--- src/rtl/tbc_pkg.sv ---
package tbc_pkg;

  localparam int BLK_W = 128;
  localparam int COL_W = 32;

  typedef logic [BLK_W-1:0] blk_t;

  // Placeholder 8-bit substitution
  function automatic logic [7:0] sub_byte(input logic [7:0] b);
    logic [7:0] r1, r2;
    r1 = {b[6:0], b[7]};
    r2 = {b[5:0], b[7:6]};
    return r1 ^ (b & r2) ^ 8'h5A;
  endfunction

  // Placeholder linear column mix
  function automatic logic [31:0] mix_col(input logic [31:0] c);
    return c ^ {c[24:0], c[31:25]} ^ {c[12:0], c[31:13]};
  endfunction

  // Round constant from step index and round index
  function automatic logic [15:0] round_const(input logic [7:0] stp, input logic rnd);
    logic [7:0] hi;
    hi = (stp << 1) + {7'd0, rnd};
    return {hi, stp[3:0], 3'b101, rnd};
  endfunction

  // Tweak-key refresh at a step boundary
  function automatic blk_t tk_refresh(input blk_t tk, input logic [7:0] stp);
    return {tk[BLK_W-9:0], tk[BLK_W-1:BLK_W-8]} ^ {{(BLK_W-8){1'b0}}, stp + 8'd1};
  endfunction

endpackage

--- src/rtl/tbc_seq.sv ---
module tbc_seq #(
  parameter int STEPS    = 10,
  parameter int ROUNDS   = 2,
  localparam int SW      = (STEPS  > 1) ? $clog2(STEPS)  : 1,
  localparam int RW      = (ROUNDS > 1) ? $clog2(ROUNDS) : 1
) (
  input  logic          clk,
  input  logic          rst_n,
  input  logic          start,
  output logic          busy,
  output logic          load,
  output logic          step_end,
  output logic          last_round,
  output logic [SW-1:0] stp,
  output logic [RW-1:0] rnd
);

  logic          busy_r;
  logic [SW-1:0] stp_r;
  logic [RW-1:0] rnd_r;

  assign busy       = busy_r;
  assign stp        = stp_r;
  assign rnd        = rnd_r;
  assign load       = start && !busy_r;
  assign step_end   = busy_r && (rnd_r == RW'(ROUNDS - 1));
  assign last_round = step_end && (stp_r == SW'(STEPS - 1));

  always_ff @(posedge clk or negedge rst_n) begin
    if (!rst_n) begin
      busy_r <= 1'b0;
      stp_r  <= '0;
      rnd_r  <= '0;
    end else if (load) begin
      busy_r <= 1'b1;
      stp_r  <= '0;
      rnd_r  <= '0;
    end else if (busy_r) begin
      if (step_end) begin
        rnd_r <= '0;
        if (last_round) begin
          busy_r <= 1'b0;
          stp_r  <= '0;
        end else begin
          stp_r <= stp_r + SW'(1);
        end
      end else begin
        rnd_r <= rnd_r + RW'(1);
      end
    end
  end

  // Counters stay inside their schedule ranges
  assert_counter_range_R3: assert property (@(posedge clk) disable iff (!rst_n)
    (stp_r <= SW'(STEPS - 1)) && (rnd_r <= RW'(ROUNDS - 1)));

  // A start during a block does not restart the counters
  assert_no_restart_R2: assert property (@(posedge clk) disable iff (!rst_n)
    (busy_r && start && !step_end) |=> (rnd_r == $past(rnd_r) + RW'(1)) && $stable(stp_r));

  // The final round always ends the busy period
  assert_busy_ends_R3: assert property (@(posedge clk) disable iff (!rst_n)
    last_round |=> !busy_r);

endmodule

--- src/rtl/tbc_round.sv ---
module tbc_round
  import tbc_pkg::*;
#(
  parameter int W = BLK_W,
  localparam int NBYTE = W / 8,
  localparam int NCOL  = W / COL_W
) (
  input  logic [W-1:0] st_i,
  input  logic [15:0]  rc_i,
  output logic [W-1:0] st_o
);

  logic [W-1:0] sub_w;
  logic [W-1:0] add_w;

  for (genvar b = 0; b < NBYTE; b++) begin : g_sbox
    assign sub_w[8*b +: 8] = sub_byte(st_i[8*b +: 8]);
  end

  assign add_w = sub_w ^ {{(W-16){1'b0}}, rc_i};

  for (genvar c = 0; c < NCOL; c++) begin : g_mix
    assign st_o[COL_W*c +: COL_W] = mix_col(add_w[COL_W*c +: COL_W]);
  end

endmodule

--- src/rtl/tbc_core.sv ---
module tbc_core
  import tbc_pkg::*;
#(
  parameter int STEPS  = 10,
  parameter int ROUNDS = 2,
  localparam int SW    = (STEPS  > 1) ? $clog2(STEPS)  : 1,
  localparam int RW    = (ROUNDS > 1) ? $clog2(ROUNDS) : 1
) (
  input  logic         clk,
  input  logic         rst_n,
  input  logic         start_i,
  input  logic [127:0] key_i,
  input  logic [127:0] tweak_i,
  input  logic [127:0] data_i,
  output logic         busy_o,
  output logic         done_o,
  output logic [127:0] result_o
);

  logic          load, step_end, last_round, busy;
  logic [SW-1:0] stp;
  logic [RW-1:0] rnd;

  blk_t          state_r, tk_r, result_r;
  logic          done_r;
  blk_t          round_out, tk_next, step_out;
  logic [15:0]   rc;

  tbc_seq #(.STEPS(STEPS), .ROUNDS(ROUNDS)) seq_i (
    .clk(clk), .rst_n(rst_n), .start(start_i),
    .busy(busy), .load(load), .step_end(step_end), .last_round(last_round),
    .stp(stp), .rnd(rnd)
  );

  assign rc = round_const(8'(stp), rnd[0]);

  tbc_round #(.W(BLK_W)) round_i (
    .st_i(state_r), .rc_i(rc), .st_o(round_out)
  );

  assign tk_next  = tk_refresh(tk_r, 8'(stp));
  assign step_out = round_out ^ tk_next;

  always_ff @(posedge clk or negedge rst_n) begin
    if (!rst_n) begin
      state_r  <= '0;
      tk_r     <= '0;
      result_r <= '0;
      done_r   <= 1'b0;
    end else begin
      done_r <= 1'b0;
      if (load) begin
        tk_r    <= key_i ^ tweak_i;
        state_r <= data_i ^ key_i ^ tweak_i;
      end else if (busy) begin
        if (step_end) begin
          tk_r    <= tk_next;
          state_r <= step_out;
          if (last_round) begin
            result_r <= step_out;
            done_r   <= 1'b1;
          end
        end else begin
          state_r <= round_out;
        end
      end
    end
  end

  assign busy_o   = busy;
  assign done_o   = done_r;
  assign result_o = result_r;

  // Tweak key is held inside a step
  assert_tk_hold_R8: assert property (@(posedge clk) disable iff (!rst_n)
    (busy && !step_end) |=> $stable(tk_r));

  // Done follows the last round
  assert_done_after_last_R3: assert property (@(posedge clk) disable iff (!rst_n)
    last_round |=> done_r);

  // Done is a single-cycle pulse
  assert_done_pulse_R4: assert property (@(posedge clk) disable iff (!rst_n)
    done_r |=> !done_r);

  // Result changes only together with done
  assert_result_hold_R5: assert property (@(posedge clk) disable iff (!rst_n)
    !done_r |-> $stable(result_r));

  // Start while busy leaves the tweak key untouched inside a step
  assert_busy_start_ignored_R2: assert property (@(posedge clk) disable iff (!rst_n)
    (busy && start_i && !step_end) |=> $stable(tk_r));

endmodule

--- config.mk ---
export PLATFORM = sky130hd
export DESIGN_NAME = tbc_core
export DESIGN_NICKNAME = d
export VERILOG_FILES = /design/src/rtl/tbc_pkg.sv /design/src/rtl/tbc_seq.sv /design/src/rtl/tbc_round.sv /design/src/rtl/tbc_core.sv
export SDC_FILE = /design/constraint.sdc
export NUM_CORES = 1
export LEC_CHECK = 0
export BUFFER_PORTS_ARGS = -buffer_cell sky130_fd_sc_hd__buf_4
export CAP_MARGIN = 20
export CORE_ASPECT_RATIO = 1.1
export CORE_UTILIZATION = 50
export DETAILED_ROUTE_END_ITERATION = 10
export PLACE_DENSITY = 0.85
export SLEW_MARGIN = 30
export SYNTH_ARGS = -nofsm -noshare
export SYNTH_HDL_FRONTEND = slang
export SYNTH_SLANG_ARGS = --single-unit
--- constraint.sdc ---
create_clock -name clk -period 2 [get_ports clk]
set_input_delay 0.2 -clock clk [delete_from_list [all_inputs] [get_ports clk]]
set_output_delay 0.2 -clock clk [all_outputs]
set_load 0.05 [all_outputs]
# After elaboration in Yosys (flattened, before gate mapping)
# Cells that the tools add are included.
[word_totals]
ff_bits = 391
wordCells = 104
[op_classes]
n_addsub = 4
n_eq_ne = 1
muxes = 21
n_bitwise = 63
n_reduce_logical = 8
[op_table]
columns = ["operator", "count"]
rows = [
  ["128-bit 2-to-1 mux", 6],
  ["128-bit bitwise XOR", 4],
  ["32-bit bitwise XOR", 8],
  ["8-bit bitwise AND", 16],
  ["128-bit by 14-bit bitwise XOR with 128-bit output", 1],
  ["128-bit by 5-bit bitwise XOR with 128-bit output", 1],
  ["8-bit bitwise XOR", 16],
  ["4-bit inverter", 16],
  ["4-bit 2-to-1 mux", 4],
  ["1-bit 2-to-1 mux", 11],
  ["5-bit by 1-bit adder with 6-bit output", 1],
  ["4-bit by 1-bit adder with 5-bit output (second input constant)", 1],
  ["4-bit by 1-bit adder with 4-bit output (second input constant)", 1],
  ["4-bit == test (second input constant)", 1],
  ["4-bit AND reduction", 1],
  ["2-bit nonzero test", 2],
  ["1-bit logical AND", 3],
  ["2-bit AND reduction", 1],
  ["1-bit adder (second input constant)", 1],
  ["1-bit logical NOT", 1],
  ["1-bit inverter", 1],
]

# Logic depth before layout (Yosys ltp)
# Gate-level depths: netlist of run 1.
[depth]
word_depth = 10
ltp_mapped = 9
depth_no_buf = 7

# Hierarchy
# From an unflattened synthesis of run 1, not the netlist that was laid out.
[hier_totals]
cells_unflattened = 2666
hier_area_um2 = 26515.4
[modules_own_cells]
columns = ["mod", "n_inst", "cells_per_inst", "area_per_inst_um2", "seq_area_each_um2"]
rows = [
  ["tbc_core", 1, 2197, 21326.7, 9634.2],
  ["tbc_round", 1, 436, 4857.2, 0.0],
  ["tbc_seq", 1, 33, 331.6, 150.1],
]

# Least setup slack after synthesis of run 1
# Ideal clock, no wire load.
[synth_timing]
path_kind = "register to register"
start = "register seq_i.busy_r, in the netlist seq_i.busy"
end = "register tk_r[116]"
setup_ps = 66
arrival_ps = 1853
required_ps = 1934
slack_ps = 81
path_stages_with_launch = 9
period_less_slack_ps = 1919
cell_sequence = "dfrtp_1 > buf_2 > nor2b_1 > clkbuf_1 > nor2_1 > clkbuf_1 > buf_2 > nand2_1 > nand2_1"
[synth_via]
elab_chain_len = 4
[synth_lines]
columns = ["element", "line_no", "text"]
rows = [
  ["from (decl)", "tbc_seq.sv:18", "logic busy_r;"],
  ["from (signal assigned)", "tbc_seq.sv:31", "busy_r <= 1'b0;"],
  ["from (signal assigned)", "tbc_seq.sv:35", "busy_r <= 1'b1;"],
  ["from (signal assigned)", "tbc_seq.sv:42", "busy_r <= 1'b0;"],
  ["1-bit logical NOT", "tbc_seq.sv:25", "assign load = start && !busy_r;"],
  ["1-bit logical AND", "tbc_seq.sv:25", ""],
  ["2-bit nonzero test (no line)", "--", ""],
  ["2-bit AND reduction (no line)", "--", ""],
  ["to (signal assigned)", "tbc_core.sv:53", "tk_r <= key_i ^ tweak_i;"],
  ["to (signal assigned)", "tbc_core.sv:57", "tk_r <= tk_next;"],
  ["to (decl)", "tbc_core.sv:24", "blk_t state_r, tk_r, result_r;"],
]
# Several ways; a longest one is shown, not always the timed one.
# A chain may end at the register's enable or synchronous reset.

# Worst setup path after layout of run 1
[layout_timing]
start = "register state_r[91]"
end = "register result_r[78], in the netlist result_o[78]"
[layout_via]
elab_chain_len = 6
[layout_lines]
columns = ["element", "line_no", "text"]
rows = [
  ["from (decl)", "tbc_core.sv:24", ""],
  ["from (signal assigned)", "tbc_core.sv:54", "state_r <= data_i ^ key_i ^ tweak_i;"],
  ["from (signal assigned)", "tbc_core.sv:58", "state_r <= step_out;"],
  ["from (signal assigned)", "tbc_core.sv:64", "state_r <= round_out;"],
  ["8-bit bitwise AND", "tbc_pkg.sv:13", "return r1 ^ (b & r2) ^ 8'h5A;"],
  ["8-bit bitwise XOR", "tbc_pkg.sv:13", ""],
  ["4-bit inverter (no line)", "--", ""],
  ["128-bit by 14-bit bitwise XOR with 128-bit output", "tbc_round.sv:20", "assign add_w = sub_w ^ {{(W-16){1'b0}}, rc_i};"],
  ["32-bit bitwise XOR", "tbc_pkg.sv:18", "return c ^ {c[24:0], c[31:25]} ^ {c[12:0], c[31:13]};"],
  ["128-bit bitwise XOR", "tbc_core.sv:42", "assign step_out = round_out ^ tk_next;"],
  ["to (signal assigned)", "tbc_core.sv:60", "result_r <= step_out;"],
  ["to (decl)", "tbc_core.sv:24", ""],
]
# No other way between the ends.

==> results.md, run 1 <==
* Root buf cell: clkbuf_16
* DR vias/cell at 5.66
* Post-layout nets at 3545
* First-pass GRT wire length at 124 mm
* Reg2Reg Launch Point: state_r[91]$_DFFE_PN0P_
* Most common cell in the netlist: nand2_1
* Ratio of cells with drive above 1 in the final layout at 22.6%
* Worst-margin pin slew at 0.677 ns
* R2R depth at 5
* Setup_tns at 0 ns
* Area grow syn2layout at 26.0%
* Largest cells by area after synthesis: dfrtp_1, xor2_1, xnor3_1, nand2_1, xnor2_1
* Routed Wire Length at 82.3 mm
* Critical path startpoint category: flop
* Hpwl dp at 60.3 mm
* Cell variety after synth at 38
* Via Count at 21764
* Crit path from: state_r[91]$_DFFE_PN0P_
* # IOs at 517
* Antenna cells at 0
* Final Wtd Congestion at 0.949
* Worst skew pair latency at 0.57 ns
* Synth Instances at 2637
* Filler cell count at 3965
* Status: finished clean
* Synthesized area per cell at 9.79 um^2
* Std cell rows at 86
* FMAX at 0.513 GHz
* Slowest cell on the critical path: xnor3_1
* FF-to-FF setup slack at 0.05 ns
* H-tree Lvls at 2
* Iter 0 DRT Violations at 2154
* Core Area at 50600 um^2
* Hold Crit Start: data_i[111]
* Die area at 52500 um^2
* Vias in the first global route at 21388
* Post-Syn Area at 25800 um^2
* GRT Resource Usage Total at 31.1%
* Buffers on Ports at 516
* Relative slew slack at 54.9%
* Syn_nets at 3026
* CP endpoint kind: flop
* Wirelength per Cell at 21.4 um
* CP arrival at 2.37 ns
* Largest net degree at the start of global routing at 109
* Skew final at 0.0110 ns
* Synth Flop Type: dfrtp_1
* Final setup vio count at 0
* Max stage delay on crit path at 0.56 ns
* Ys async rst share at 100%
* Post-layout min period at 1.95 ns
* Hold Crit Class: in -> reg
* Max_cap viols at 0
* Post-synth EDFFs at 0
* Final hold violation count at 0
* 1st-pass router iterations at 5
* Critical Path RT at 2.43 ns
* DRC at 0
* Crit path kind: reg -> reg
* Initial antenna violation count at 0
* Crit path max fanout at 4
* FF+latch area at 9790 um^2
* CTS Buffer Depth at 3
* Post-synthesis register bit count at 391
* Die Ht at 240 um
* End point of the critical path: result_o[78]$_DFFE_PN0P_
* Cell chain of the critical path: nand2_1 -> xor2_1 -> xnor3_1 -> xnor2_1 -> o21ai_0
* Initial core utilization at 51.0%
* Syn. warnings at 0
* Pins Over Slew Limit at 0
* Final ANT Viol Nets at 0
* Commonest cells post-synth: nand2_1, xor2_1, dfrtp_1
* Multi-input logic area at 15500 um^2
* Crit share post-route at 97.5%
* Post-synth top area share at 37.9%
* TritonCTS clock tree: yes
* Leading area contributor after synthesis: dfrtp_1
* Die X at 219 um
* Reg2reg end: result_o[78]$_DFFE_PN0P_
* Post-CTS Setup Bufs at 0
* Clock-pin slew on the worst setup and hold paths at 0.06 ns
* Clk sinks at 391
* CTS buffer count at 43
* Post-synthesis sequential area ratio at 37.9%
* Global route overflow at 0
-- routing by layer --
| layer | wire length, um | track usage [%] | vias to the layer above | share of wire, % |
|---|---|---|---|---|
| met5 | 0 | 0 | - | 0 |
| met4 | 3680 | 13.4 | 0 | 4.5 |
| met3 | 5830 | 3.87 | 201 | 7.1 |
| met2 | 40200 | 52.0 | 1087 | 49 |
| met1 | 32500 | 40.5 | 10635 | 40 |
| li1 | - | - | 9841 | - |
-- stage by stage --
step | instances | hold WS, ns | instance area, um^2 | setup WS (ns) | utilization (%)
after global placement | 3767 | 0.176 | 30900 | 0.0750 | 61.1
after detailed placement | 3767 | 0.171 | 30900 | 0.0311 | 61.1
after floorplan | 2637 | -0.0956 | 25800 | 0.0810 | -
after CTS | 3846 | 0.00953 | 32500 | 0.0452 | 64.2
final | 3846 | 0.0392 | 32500 | 0.0508 | 64.3
after global routing | 3846 | 0.0510 | 32500 | -0.0116 | 64.3
-- cells by family (layout without fill, tap and decap cells) --
| logic type | after synthesis | count (layout) | synth area share (%) |
|---|---|---|---|
| buffers and inverters | 147 | 696 | 2.33 |
| adder cells (fa/ha/maj) | 2 | 2 | 0.0969 |
| multiplexers | 8 | 8 | 0.349 |
| XOR/XNOR | 790 | 790 | 33.8 |
| AO/OA/AOI/OAI | 514 | 514 | 12.6 |
| AND/OR/NAND/NOR | 785 | 785 | 12.9 |
| flip-flops | 391 | 391 | 37.9 |
-- flip-flops by register name, summed over array words and instances, names as in the netlist --
signal	cells
seq_i.rnd	1
state_r	128
seq_i.busy	1
result_o	128
tk_r	128
seq_i.stp	4
done_o	1
-- layout by cell type (no fill, tap or decap), types with 9 or more instances in the layout --
cell | Yosys | layout
nor2b_1 | 141 | 140
buf_4 | 3 | 593
clkbuf_1 | 104 | 9
clkbuf_16 | 0 | 45
dfrtp_1 | 391 | 387
a211oi_1 | 122 | 122
a22oi_1 | 122 | 122
o21ai_0 | 120 | 120
xnor2_2 | 9 | 12
nand2_1 | 614 | 613
xnor3_1 | 123 | 122
xor2_1 | 486 | 481
buf_12 | 0 | 16
nor2_1 | 14 | 13
clkbuf_8 | 0 | 10
xnor2_1 | 168 | 165
a21oi_1 | 125 | 125
-- layout make-up --
cell class | instances | share of cell area (%)
multi-input cells | 2099 | 47.7
flip-flops and latches | 391 | 30.1
well taps | 660 | 2.54
repair buffers | 617 | 15.1
clock buffers | 63 | 3.95
clock inverters | 12 | 0.588
inverters | 4 | 0.0462
-- worst max-delay path: cells and delay by family, from the launching register on --
| family | cells | cell delay [ns] |
|---|---|---|
| simple gates | 1 | 0.11 |
| xor+xnor | 3 | 1.15 |
| flops | 1 | 0.44 |
| compound gates | 1 | 0.12 |
-- what timing repair did --
item | in CTS | in global routing
hold buffers | 3 | 0
gates cloned | 1 | 0
endpoints found under the setup margin | 2 | 18
pin swaps | 0 | 3
endpoints found under the hold margin | 109 | 0
resized for setup | 2 | 12
-- worst min-delay path by stage --
stage	endpoint	depth (start not counted)
2_1_floorplan	done_o$_DFF_PN0_	0
3_3_place_gp	tk_r[22]$_DFFE_PN0P_	1
3_5_place_dp	tk_r[22]$_DFFE_PN0P_	1
4_1_cts	state_r[111]$_DFFE_PN0P_	4
5_1_grt	state_r[4]$_DFFE_PN0P_	3
6_report	state_r[111]$_DFFE_PN0P_	4
Power of run 1 is left out: the tool's default activity adds up to more than one toggle a clock period on the data nets, which glitch-free logic cannot reach.
==> run 2: changes to the inputs <==
--- a/config.mk
+++ b/config.mk
@@ -7,10 +7,12 @@
 export LEC_CHECK = 0
 export BUFFER_PORTS_ARGS = -buffer_cell sky130_fd_sc_hd__buf_4
 export CAP_MARGIN = 20
+export CELL_PAD_IN_SITES_DETAIL_PLACEMENT = 1
+export CELL_PAD_IN_SITES_GLOBAL_PLACEMENT = 2
 export CORE_ASPECT_RATIO = 1.1
-export CORE_UTILIZATION = 50
+export CORE_UTILIZATION = 35
 export DETAILED_ROUTE_END_ITERATION = 10
-export PLACE_DENSITY = 0.85
+export PLACE_DENSITY = 0.92
 export SLEW_MARGIN = 30
 export SYNTH_ARGS = -nofsm -noshare
 export SYNTH_HDL_FRONTEND = slang
==> results.md, run 2 (synthesis gave the netlist of run 1 again) <==
* Status: complete, but fails checks
* Violated checks: DRC
* TritonCTS clock tree: yes
* Buffers on Ports at 516
* Die area at 74900 um^2
* DR vias/cell at 5.17
* Crit path kind: reg -> reg
* Ratio of cells with drive above 1 in the final layout at 23.7%
* Die Ht at 287 um
* Root buf cell: clkbuf_16
* Final Non-Filler Cells at 4178
* Via Count at 21600
* Pins Over Slew Limit at 0
* Skew final at 0.0255 ns
* Largest net degree at the start of global routing at 113
* Global route overflow at 0
* Wirelength per Cell at 22.8 um
* Hpwl dp at 71.3 mm
* Crit share post-route at 97.8%
* H-tree Lvls at 2
* Critical path startpoint category: flop
* Cell chain of the critical path: buf_4 -> xnor2_1 -> xnor2_1 -> buf_4 -> xnor3_1 -> xor2_1 -> o21ai_0
* CTS buffer count at 45
* Core Area at 73100 um^2
* Area grow syn2layout at 28.9%
* Max stage delay on crit path at 0.42 ns
* Initial core utilization at 35.3%
* Crit path max fanout at 5
* Worst-margin pin slew at 0.736 ns
* Relative slew slack at 51.0%
* CP arrival at 2.42 ns
* Routed Wire Length at 95.4 mm
* Critical path's top delay family: XOR/XNOR gates
* Placed Instances at 4081
* Iter 0 DRT Violations at 1213
* Final ANT Viol Nets at 0
* Post-place setup slack at -0.0622 ns
* Clock-pin slew on the worst setup and hold paths at 0.07 ns
* Finished Cell Area at 33300 um^2
* Worst skew pair latency at 0.59 ns
* CP endpoint kind: flop
* Slowest cell on the critical path: dfrtp_1
* GRT Resource Usage Total at 25.2%
* # IOs at 517
* Critical Path RT at 2.46 ns
* 1st-pass router iterations at 8
* Crit path from: seq_i.stp[0]$_DFFE_PN0P_
* Final WS setup at 0.0445 ns
* Hold Crit Start: tweak_i[38]
* DRC at 25
* Std cell rows at 104
* Final Wtd Congestion at 0.933
* Final hold violation count at 0
* Dpl cell area at 31500 um^2
* Clk sinks at 391
* Hold Crit Class: in -> reg
* Post-layout min period at 1.96 ns
* Crit path buf inv count at 2
* First-pass GRT wire length at 143 mm
* Post-layout nets at 3576
* Die X at 261 um
* Reg2Reg Launch Point: seq_i.stp[0]$_DFFE_PN0P_
* FMAX at 0.511 GHz
* Commonest cells after routing, fill and taps aside: buf_4, nand2_1, xor2_1
* Max_cap viols at 0
* Most common cell after layout, fill and taps aside: buf_4
* Vias in the first global route at 22946
* Initial antenna violation count at 3
* Final setup vio count at 0
* CTS Buffer Depth at 3
[run 2: cell type report]
type                    instances  area, um^2
clock buffers                  59        1300
inverters                       4        15.0
well taps                     954        1190
clock inverters                22         226
multi-input cells            2099       15600
diodes                          3        7.51
flip-flops and latches        391        9790
fillers                      8338       39900
repair buffers                646        5180
[run 2: final timing paths]
kind                                             end  slack [ns]  depth (start not counted)
setup / recovery             result_o[4]$_DFFE_PN0P_        0.04                          7
hold / removal                  tk_r[38]$_DFFE_PN0P_        0.03                          4
setup reg to reg             result_o[4]$_DFFE_PN0P_        0.04                          7
hold reg to reg            result_o[112]$_DFFE_PN0P_        0.48                          2
max in group asynchronous   result_o[71]$_DFFE_PN0P_        1.03                          4
min in group asynchronous       tk_r[86]$_DFFE_PN0P_        0.07                          2
[run 2: through the flow]
step | hold WS (ns) | setup TNS [ns] | utilization (%)
2_1_floorplan | -0.0956 | 0 | -
3_3_place_gp | 0.0790 | 0 | 43.0
3_5_place_dp | 0.0791 | -0.114 | 43.0
4_1_cts | 0.00884 | 0 | 45.4
5_1_grt | 0.0351 | -0.0161 | 45.5
6_report | 0.0306 | 0 | 45.5
[run 2: routing by layer]
layer  up-vias  GRT usage [%]  part of all wire, %
met1     10934           31.6                   41
met3       156           2.99                  4.4
li1       9892              -                    -
met4         0           9.17                  3.7
met2       618           44.3                   51
met5         -              0                    0
[run 2: worst min-delay path, stage by stage]
cell and delay [ns]:
buf_4 0.08, xor2_1 0.07, a22oi_1 0.15, nand2_1 0.06
[run 2: what timing repair did]
action                                  in CTS  in global routing
pin swaps                                    2                  5
hold buffers                                 8                  0
resized for setup                            7                 17
endpoints found under the setup margin      12                 51
endpoints found under the hold margin      289                  0
cloned                                       1                  0
buffers inserted                             1                  3
Power of run 2 is left out for the same reason.
